<file path="src/rtl/led_chain_pkg.sv">
package led_chain_pkg;
  localparam int OFF_CTRL_A = 'h00;
  localparam int OFF_CTRL_B = 'h04;
  localparam int OFF_DATA   = 'h08;
  localparam int OFF_SPARE  = 'h0C;
  localparam int OFF_ACCESS = 'h10;

  localparam int BIT_SW_REQ  = 31;
  localparam int BIT_FALL    = 26;
  localparam int BIT_OVR_HI  = 25;
  localparam int BIT_OVR_LO  = 24;
  localparam int BIT_SRC_HI  = 31;
  localparam int BIT_SRC_LO  = 30;
  localparam int BIT_RATE_HI = 26;
  localparam int BIT_RATE_LO = 23;

  typedef enum logic [1:0] {
    SH_IDLE  = 2'd0,
    SH_SHIFT = 2'd1,
    SH_LATCH = 2'd2
  } sh_state_t;
endpackage

</file>
<file path="src/rtl/lsc_regs.sv">
module lsc_regs
  import led_chain_pkg::*;
#(
  parameter int ADDR_W  = 5,
  parameter int CHAIN_W = 24
) (
  input  logic              clk,
  input  logic              rst_n,
  input  logic              host_valid,
  input  logic              host_write,
  input  logic [ADDR_W-1:0] host_addr,
  input  logic [31:0]       host_wdata,
  output logic              rd_valid,
  output logic [31:0]       rd_data,
  output logic [31:0]       ctrl_a,
  output logic [31:0]       ctrl_b,
  output logic [CHAIN_W-1:0] data_word,
  output logic              sw_req
);
  logic [31:0] spare_q, access_q;
  logic        wr_en, rd_en;

  assign wr_en = host_valid && host_write;
  assign rd_en = host_valid && !host_write;

  assign sw_req = wr_en && (host_addr == ADDR_W'(OFF_CTRL_A)) && host_wdata[BIT_SW_REQ];

  always_ff @(posedge clk or negedge rst_n) begin
    if (!rst_n) begin
      ctrl_a    <= '0;
      ctrl_b    <= '0;
      data_word <= '0;
      spare_q   <= '0;
      access_q  <= '0;
    end else if (wr_en) begin
      if (host_addr == ADDR_W'(OFF_CTRL_A)) begin
        ctrl_a <= host_wdata & ~(32'd1 << BIT_SW_REQ);
      end
      if (host_addr == ADDR_W'(OFF_CTRL_B)) begin
        ctrl_b <= host_wdata;
      end
      if (host_addr == ADDR_W'(OFF_DATA)) begin
        data_word <= host_wdata[CHAIN_W-1:0];
      end
      if (host_addr == ADDR_W'(OFF_SPARE)) begin
        spare_q <= host_wdata;
      end
      if (host_addr == ADDR_W'(OFF_ACCESS)) begin
        access_q <= host_wdata;
      end
    end
  end

  logic [31:0] rd_mux;
  always_comb begin
    rd_mux = '0;
    if (host_addr == ADDR_W'(OFF_CTRL_A)) rd_mux = ctrl_a;
    if (host_addr == ADDR_W'(OFF_CTRL_B)) rd_mux = ctrl_b;
    if (host_addr == ADDR_W'(OFF_DATA))   rd_mux = 32'(data_word);
    if (host_addr == ADDR_W'(OFF_SPARE))  rd_mux = spare_q;
    if (host_addr == ADDR_W'(OFF_ACCESS)) rd_mux = access_q;
  end

  always_ff @(posedge clk or negedge rst_n) begin
    if (!rst_n) begin
      rd_valid <= 1'b0;
      rd_data  <= '0;
    end else begin
      rd_valid <= rd_en;
      if (rd_en) begin
        rd_data <= rd_mux;
      end
    end
  end
endmodule

</file>
<file path="src/rtl/lsc_rate.sv">
module lsc_rate #(
  parameter int UNIT_CYCLES = 1250000
) (
  input  logic       clk,
  input  logic       rst_n,
  input  logic       auto_en,
  input  logic [3:0] rate_code,
  output logic       tick
);
  localparam int CNT_W = $clog2(UNIT_CYCLES * 20 + 1);
  localparam logic [CNT_W-1:0] LIM_R0 = CNT_W'(UNIT_CYCLES * 20 - 1);
  localparam logic [CNT_W-1:0] LIM_R1 = CNT_W'(UNIT_CYCLES * 10 - 1);
  localparam logic [CNT_W-1:0] LIM_R2 = CNT_W'(UNIT_CYCLES * 5 - 1);
  localparam logic [CNT_W-1:0] LIM_R3 = CNT_W'(UNIT_CYCLES * 4 - 1);

  logic [CNT_W-1:0] cnt, limit;

  always_comb begin
    case (rate_code)
      4'd1:    limit = LIM_R1;
      4'd2:    limit = LIM_R2;
      4'd3:    limit = LIM_R3;
      default: limit = LIM_R0;
    endcase
  end

  assign tick = auto_en && (cnt >= limit);

  always_ff @(posedge clk or negedge rst_n) begin
    if (!rst_n) begin
      cnt <= '0;
    end else if (!auto_en || tick) begin
      cnt <= '0;
    end else begin
      cnt <= cnt + 1'b1;
    end
  end
endmodule

</file>
<file path="src/rtl/lsc_shift.sv">
module lsc_shift
  import led_chain_pkg::*;
#(
  parameter int GROUP_W    = 8,
  parameter int MAX_GROUPS = 3,
  parameter int HALF_CYC   = 50,
  localparam int CHAIN_W   = GROUP_W * MAX_GROUPS
) (
  input  logic                  clk,
  input  logic                  rst_n,
  input  logic                  tick,
  input  logic                  sw_req,
  input  logic [MAX_GROUPS-1:0] grp_en,
  input  logic                  fall_live,
  input  logic                  ovr_en,
  input  logic [1:0]            hw_stat,
  input  logic [CHAIN_W-1:0]    word,
  output logic                  sdo,
  output logic                  sclk,
  output logic                  store,
  output logic                  busy
);
  localparam int IDX_W = $clog2(CHAIN_W);
  localparam int HC_W  = $clog2(2 * HALF_CYC + 1);
  localparam logic [HC_W-1:0] HALF_LAST  = HC_W'(HALF_CYC - 1);
  localparam logic [HC_W-1:0] LATCH_LAST = HC_W'(2 * HALF_CYC - 1);

  sh_state_t          state;
  logic               phase, fall_q, pend;
  logic [HC_W-1:0]    hcnt;
  logic [IDX_W-1:0]   bit_idx, len_m1;
  logic [CHAIN_W-1:0] snap, word_eff;
  logic               any_grp, idle, start, drop_pend;

  always_comb begin
    len_m1 = '0;
    for (int g = 0; g < MAX_GROUPS; g++) begin
      if (grp_en[g]) len_m1 = IDX_W'((g + 1) * GROUP_W - 1);
    end
  end

  always_comb begin
    word_eff = word;
    if (ovr_en) word_eff[1:0] = hw_stat;
  end

  assign any_grp   = |grp_en;
  assign idle      = (state == SH_IDLE);
  assign start     = idle && any_grp && (pend || tick);
  assign drop_pend = start || (idle && !any_grp);
  assign busy      = !idle;

  always_ff @(posedge clk or negedge rst_n) begin
    if (!rst_n) begin
      pend <= 1'b0;
    end else begin
      pend <= sw_req || (pend && !drop_pend);
    end
  end

  always_ff @(posedge clk or negedge rst_n) begin
    if (!rst_n) begin
      state   <= SH_IDLE;
      phase   <= 1'b0;
      fall_q  <= 1'b0;
      hcnt    <= '0;
      bit_idx <= '0;
      snap    <= '0;
    end else begin
      case (state)
        SH_IDLE: begin
          if (start) begin
            snap    <= word_eff;
            bit_idx <= len_m1;
            fall_q  <= fall_live;
            phase   <= 1'b0;
            hcnt    <= '0;
            state   <= SH_SHIFT;
          end
        end
        SH_SHIFT: begin
          if (hcnt == HALF_LAST) begin
            hcnt <= '0;
            if (!phase) begin
              phase <= 1'b1;
            end else if (bit_idx == '0) begin
              phase <= 1'b0;
              state <= SH_LATCH;
            end else begin
              phase   <= 1'b0;
              bit_idx <= bit_idx - 1'b1;
            end
          end else begin
            hcnt <= hcnt + 1'b1;
          end
        end
        SH_LATCH: begin
          if (hcnt == LATCH_LAST) begin
            hcnt  <= '0;
            state <= SH_IDLE;
          end else begin
            hcnt <= hcnt + 1'b1;
          end
        end
        default: state <= SH_IDLE;
      endcase
    end
  end

  assign sdo   = (state == SH_SHIFT) ? snap[bit_idx] : 1'b0;
  assign store = (state == SH_LATCH);
  always_comb begin
    case (state)
      SH_SHIFT: sclk = phase ^ fall_q;
      SH_LATCH: sclk = fall_q;
      default:  sclk = fall_live;
    endcase
  end
endmodule

</file>
<file path="src/rtl/led_chain_ctrl.sv">
module led_chain_ctrl
  import led_chain_pkg::*;
#(
  parameter int ADDR_W      = 5,
  parameter int GROUP_W     = 8,
  parameter int MAX_GROUPS  = 3,
  parameter int UNIT_CYCLES = 1250000,
  parameter int HALF_CYC    = 50
) (
  input  logic              clk,
  input  logic              rst_n,
  input  logic              host_valid,
  output logic              host_ready,
  input  logic              host_write,
  input  logic [ADDR_W-1:0] host_addr,
  input  logic [31:0]       host_wdata,
  output logic              rd_valid,
  output logic [31:0]       rd_data,
  input  logic [1:0]        hw_stat,
  output logic              chain_sdo,
  output logic              chain_sclk,
  output logic              chain_store
);
  localparam int CHAIN_W = GROUP_W * MAX_GROUPS;

  logic [31:0]        ctrl_a_q, ctrl_b_q;
  logic [CHAIN_W-1:0] data_q;
  logic               sw_req, tick, busy, auto_en;
  logic               ctrl_unused;

  assign host_ready = 1'b1;
  assign auto_en = (ctrl_b_q[BIT_SRC_HI:BIT_SRC_LO] == 2'b10);
  assign ctrl_unused = ^{ctrl_a_q, ctrl_b_q};

  lsc_regs #(.ADDR_W(ADDR_W), .CHAIN_W(CHAIN_W)) u_regs (
    .clk(clk), .rst_n(rst_n),
    .host_valid(host_valid), .host_write(host_write),
    .host_addr(host_addr), .host_wdata(host_wdata),
    .rd_valid(rd_valid), .rd_data(rd_data),
    .ctrl_a(ctrl_a_q), .ctrl_b(ctrl_b_q),
    .data_word(data_q), .sw_req(sw_req)
  );

  lsc_rate #(.UNIT_CYCLES(UNIT_CYCLES)) u_rate (
    .clk(clk), .rst_n(rst_n),
    .auto_en(auto_en),
    .rate_code(ctrl_b_q[BIT_RATE_HI:BIT_RATE_LO]),
    .tick(tick)
  );

  lsc_shift #(.GROUP_W(GROUP_W), .MAX_GROUPS(MAX_GROUPS), .HALF_CYC(HALF_CYC)) u_shift (
    .clk(clk), .rst_n(rst_n),
    .tick(tick), .sw_req(sw_req),
    .grp_en(ctrl_b_q[MAX_GROUPS-1:0]),
    .fall_live(ctrl_a_q[BIT_FALL]),
    .ovr_en(ctrl_a_q[BIT_OVR_HI] && ctrl_a_q[BIT_OVR_LO]),
    .hw_stat(hw_stat), .word(data_q),
    .sdo(chain_sdo), .sclk(chain_sclk), .store(chain_store), .busy(busy)
  );
endmodule

</file>
<file path="config.mk">
export PLATFORM = sky130hd
export DESIGN_NAME = led_chain_ctrl
export DESIGN_NICKNAME = d
export VERILOG_FILES = /design/src/rtl/led_chain_pkg.sv /design/src/rtl/lsc_regs.sv /design/src/rtl/lsc_rate.sv /design/src/rtl/lsc_shift.sv /design/src/rtl/led_chain_ctrl.sv
export SDC_FILE = /design/constraint.sdc
export NUM_CORES = 1
export LEC_CHECK = 0
export CAP_MARGIN = 5
export CORE_UTILIZATION = 40
export CTS_CLUSTER_DIAMETER = 100
export DETAILED_ROUTE_END_ITERATION = 16
export GPL_TIMING_DRIVEN = 0
export SKIP_CTS_REPAIR_TIMING = 1
export SYNTH_ARGS = -nofsm -noshare
export SYNTH_HDL_FRONTEND = slang
export SYNTH_SLANG_ARGS = --single-unit
export TNS_END_PERCENT = 5
</file>
<file path="constraint.sdc">
create_clock -name clk -period 7.6 [get_ports clk]
set_clock_uncertainty 0.15 [all_clocks]
set_input_delay 2.28 -clock clk [delete_from_list [all_inputs] [get_ports clk]]
set_output_delay 2.28 -clock clk [all_outputs]
set_load 0.005 [all_outputs]
</file>
==> flow_metrics.py <==
metrics = {
    "pwr": {
        "p_leak_uw": 0.00629,
        "seqPwrFrac": 0.475,
        "switching_share": 0.243,
        "p_switching_uw": 796,
        "ir_drop_mv": 0.137,
        "internal_power_uw": 2480,
        "power_frac_comb": 0.117,
        "clock_power_share": 0.408,
        "power.density_nw_per_um2": 236,
    },
    "job": {
        "maxCapViolations": 0,
    },
    "timing": {
        "setup_viol": 0,
        "tightestPinTransition_ns": 0.934,
        "finalCritPeriodShare": 0.728,
        "drv_slew": 0,
        "hold_viol": 0,
        "fmax_mhz": 181,
        "finalCriticalPeriod_ns": 5.53,
        "rsz0062_at_grt": "no",
        "whs_ns": 0.329,
        "maxSlewHeadroom": 0.374,
        "setup_tns_ns": 0,
    },
    "synthesis": {
        "ys_ff_latch": 250,
        "netlist_area_sq_um": 11700,
        "synth_edf_count": 0,
        "synth_warnings": 0,
        "ys_types": 64,
        "synthesis.instances": 954,
        "synth_top_flop_cell": "dfrtp_1",
        "async_flop_share": 1.00,
        "yosysSeqAreaShare": 0.535,
        "avgSynthCellArea_sq_um": 12.3,
        "synth_nets": 1022,
    },
    "cts": {
        "clk_latency_ns": 0.53,
        "tritoncts": "done",
        "cts_buffers": 27,
        "cts.sinks": 250,
        "cts_buffer_depth": 3,
        "path_clk_slew_ns": 0.06,
        "htreeDepth": 1,
        "cts_root_buffer": "clkbuf_16",
    },
    "cells_and_area": {
        "layout_common_cells": "dfrtp_1 (250), mux2_2 (171), nor2_1 (82)",
        "final_cells": 1467,
        "antenna_cells": 0,
        "final_common_cell": "dfrtp_1",
        "drive_gt1_frac": 0.245,
        "areaGrowthSynthToFinish_pct": 18.9,
        "nFillCells": 2601,
        "post-route-util": 0.484,
        "nets": 1130,
    },
    "floorplanning": {
        "fp.dieH_um": 173,
        "initial_core_util": 0.407,
        "io_pins": 80,
        "design.die.area_sq_um": 29900,
        "dieWidth_um": 173,
        "row_count": 62,
        "core_area_sq_um": 28700,
    },
    "drt": {
        "ant_nets": 0,
        "wire_per_inst_um": 18.8,
        "dr.pass1.iters": 4,
        "dr.first_iter.drc_count": 325,
        "finalWirelength_um": 27600,
        "drcViolationCount": 0,
        "vias": 7806,
        "vias_per_cell": 5.32,
    },
    "global_routing": {
        "grt.total_usage": 0.188,
        "grt_max_degree": 106,
        "grt_pass1_vias": 7994,
        "globalRouteOverflowTotal": 0,
        "grt_pass1_wl_um": 45000,
        "antenna_found_initial": 1,
    },
    "hold_path": {
        "min_path_type": "reg -> reg",
    },
    "worst_setup_path": {
        "cp_max_fo": 9,
        "crit_arrival_ns": 3.10,
        "worstPathRequired_ns": 5.17,
        "crit_path_end_kind": "primary output",
        "crit_type": "reg -> out",
        "critPathLaunchType": "flop",
    },
    "outcome": {
        "status": "finished, final reports clean",
    },
    "placement": {
        "port_buffers": 77,
        "numPlacedInstances": 1417,
        "dp.final_hpwl_um": 19100,
        "routabilityCongestion": 0.796,
    },
}
[area by class of cell]
cell class              instances  area (sq um)  area share
well taps                     384           480      0.0346
multi-input cells             632          5120       0.368
flip-flops and latches        250          6260       0.450
clock buffers                  45           793      0.0571
repair buffers                 79           831      0.0598
inverters                      21          78.8     0.00567
plain buffers                  51           235      0.0169
clock inverters                 5           104     0.00747
[worst paths after layout]
kind                                         start                  to  slack (ns)  depth (start not counted)
max in group asynchronous                    rst_n  u_regs.spare_q[28]        4.48                          3
worst max register to register   u_regs.ctrl_b[26]  u_shift.bit_idx[4]        3.67                         13
worst min register to register   u_regs.rd_data[4]   u_regs.rd_data[4]        0.33                          2
worst min-delay path             u_regs.rd_data[4]   u_regs.rd_data[4]        0.33                          2
worst max-delay path            u_shift.bit_idx[0]           chain_sdo        2.07                          5
min in group asynchronous                    rst_n   u_regs.rd_data[6]        1.57                          1
[synthesized netlist by cell type, drive strengths merged (2+ instances only)]
library cell  instances  share of area
mux2                172           0.17
o21ai                51          0.022
and2                  3         0.0017
xnor2                 8         0.0060
and3                  3         0.0016
nand4                14         0.0075
a32o                  5         0.0043
buf                  24          0.011
nor2b                 3         0.0016
and4                  3         0.0024
clkbuf               27         0.0087
a22oi                15         0.0096
mux2i                27          0.023
mux4                 17          0.033
nand2                67          0.022
o31ai                 3         0.0031
or4b                  2         0.0017
nor4                  3         0.0016
dfrtp               250           0.54
xor2                 16          0.012
o22ai                 2         0.0011
or2                   3         0.0016
a221oi               17          0.013
or3                   2         0.0011
nor2                 82          0.026
a211oi                2         0.0013
ha                   25          0.027
a31oi                 7         0.0050
nor3                 10         0.0060
a21oi                29          0.012
inv                  21         0.0067
a41oi                 2         0.0015
nand3                19         0.0086
[metrics by stage]
step           worst slack [ns]  cell area, sq um  total power (uW)
5_1_grt                    1.95             13900              3420
3_5_place_dp               1.87             13000              1970
4_1_cts                    2.02             13900              3310
2_1_floorplan              3.33             11700              1800
3_3_place_gp              -6.93             12900              1950
6_report                   2.07             13900              3270
[power by group through the flow]
stage | combinational (uW) | clock, uW | sequential, uW
global placement | 375 | 0 | 1570
detailed placement | 388 | 0 | 1580
global route | 430 | 1420 | 1570
floorplan | 252 | 0 | 1550
CTS | 392 | 1360 | 1550
finish | 385 | 1330 | 1550
[flip-flops by register name, summed over array words and instances (netlist names), 2 cells and up]
register / count
u_shift.hcnt: 7
u_regs.rd_data: 32
u_regs.ctrl_a: 31
u_rate.cnt: 25
u_shift.state: 2
u_shift.bit_idx: 5
u_regs.access_q: 32
u_regs.data_word: 24
u_shift.snap: 24
u_regs.ctrl_b: 32
u_regs.spare_q: 32
[kinds of logic (layout without fill, tap and decap cells)]
kind of cell / after synthesis / after routing / synth area share
AO/OA/AOI/OAI: 147 / 147 / 0.0842
XOR/XNOR: 24 / 24 / 0.0180
adder cells (fa/ha/maj): 25 / 25 / 0.0268
buffers and inverters: 72 / 201 / 0.0269
flip-flops: 250 / 250 / 0.535
multiplexers: 216 / 216 / 0.222
other: 1 / 1 / 0.000321
AND/OR/NAND/NOR: 219 / 219 / 0.0872
[per-layer routing]
layer / global-route usage / wire length (um)
met5: 0 / 12
met4: 0.0428 / 412
met3: 0.0257 / 1010
met2: 0.302 / 12900
met1: 0.271 / 13200
[worst max-delay path, stage by stage, from the launching register on]
cell and delay, ns:
dfrtp_1 0.33, buf_2 0.32, mux4_2 0.60, mux4_2 0.49
o311a_1 0.37, clkdlybuf4s50_1 0.46
Power figures use the tool's default switching activity.
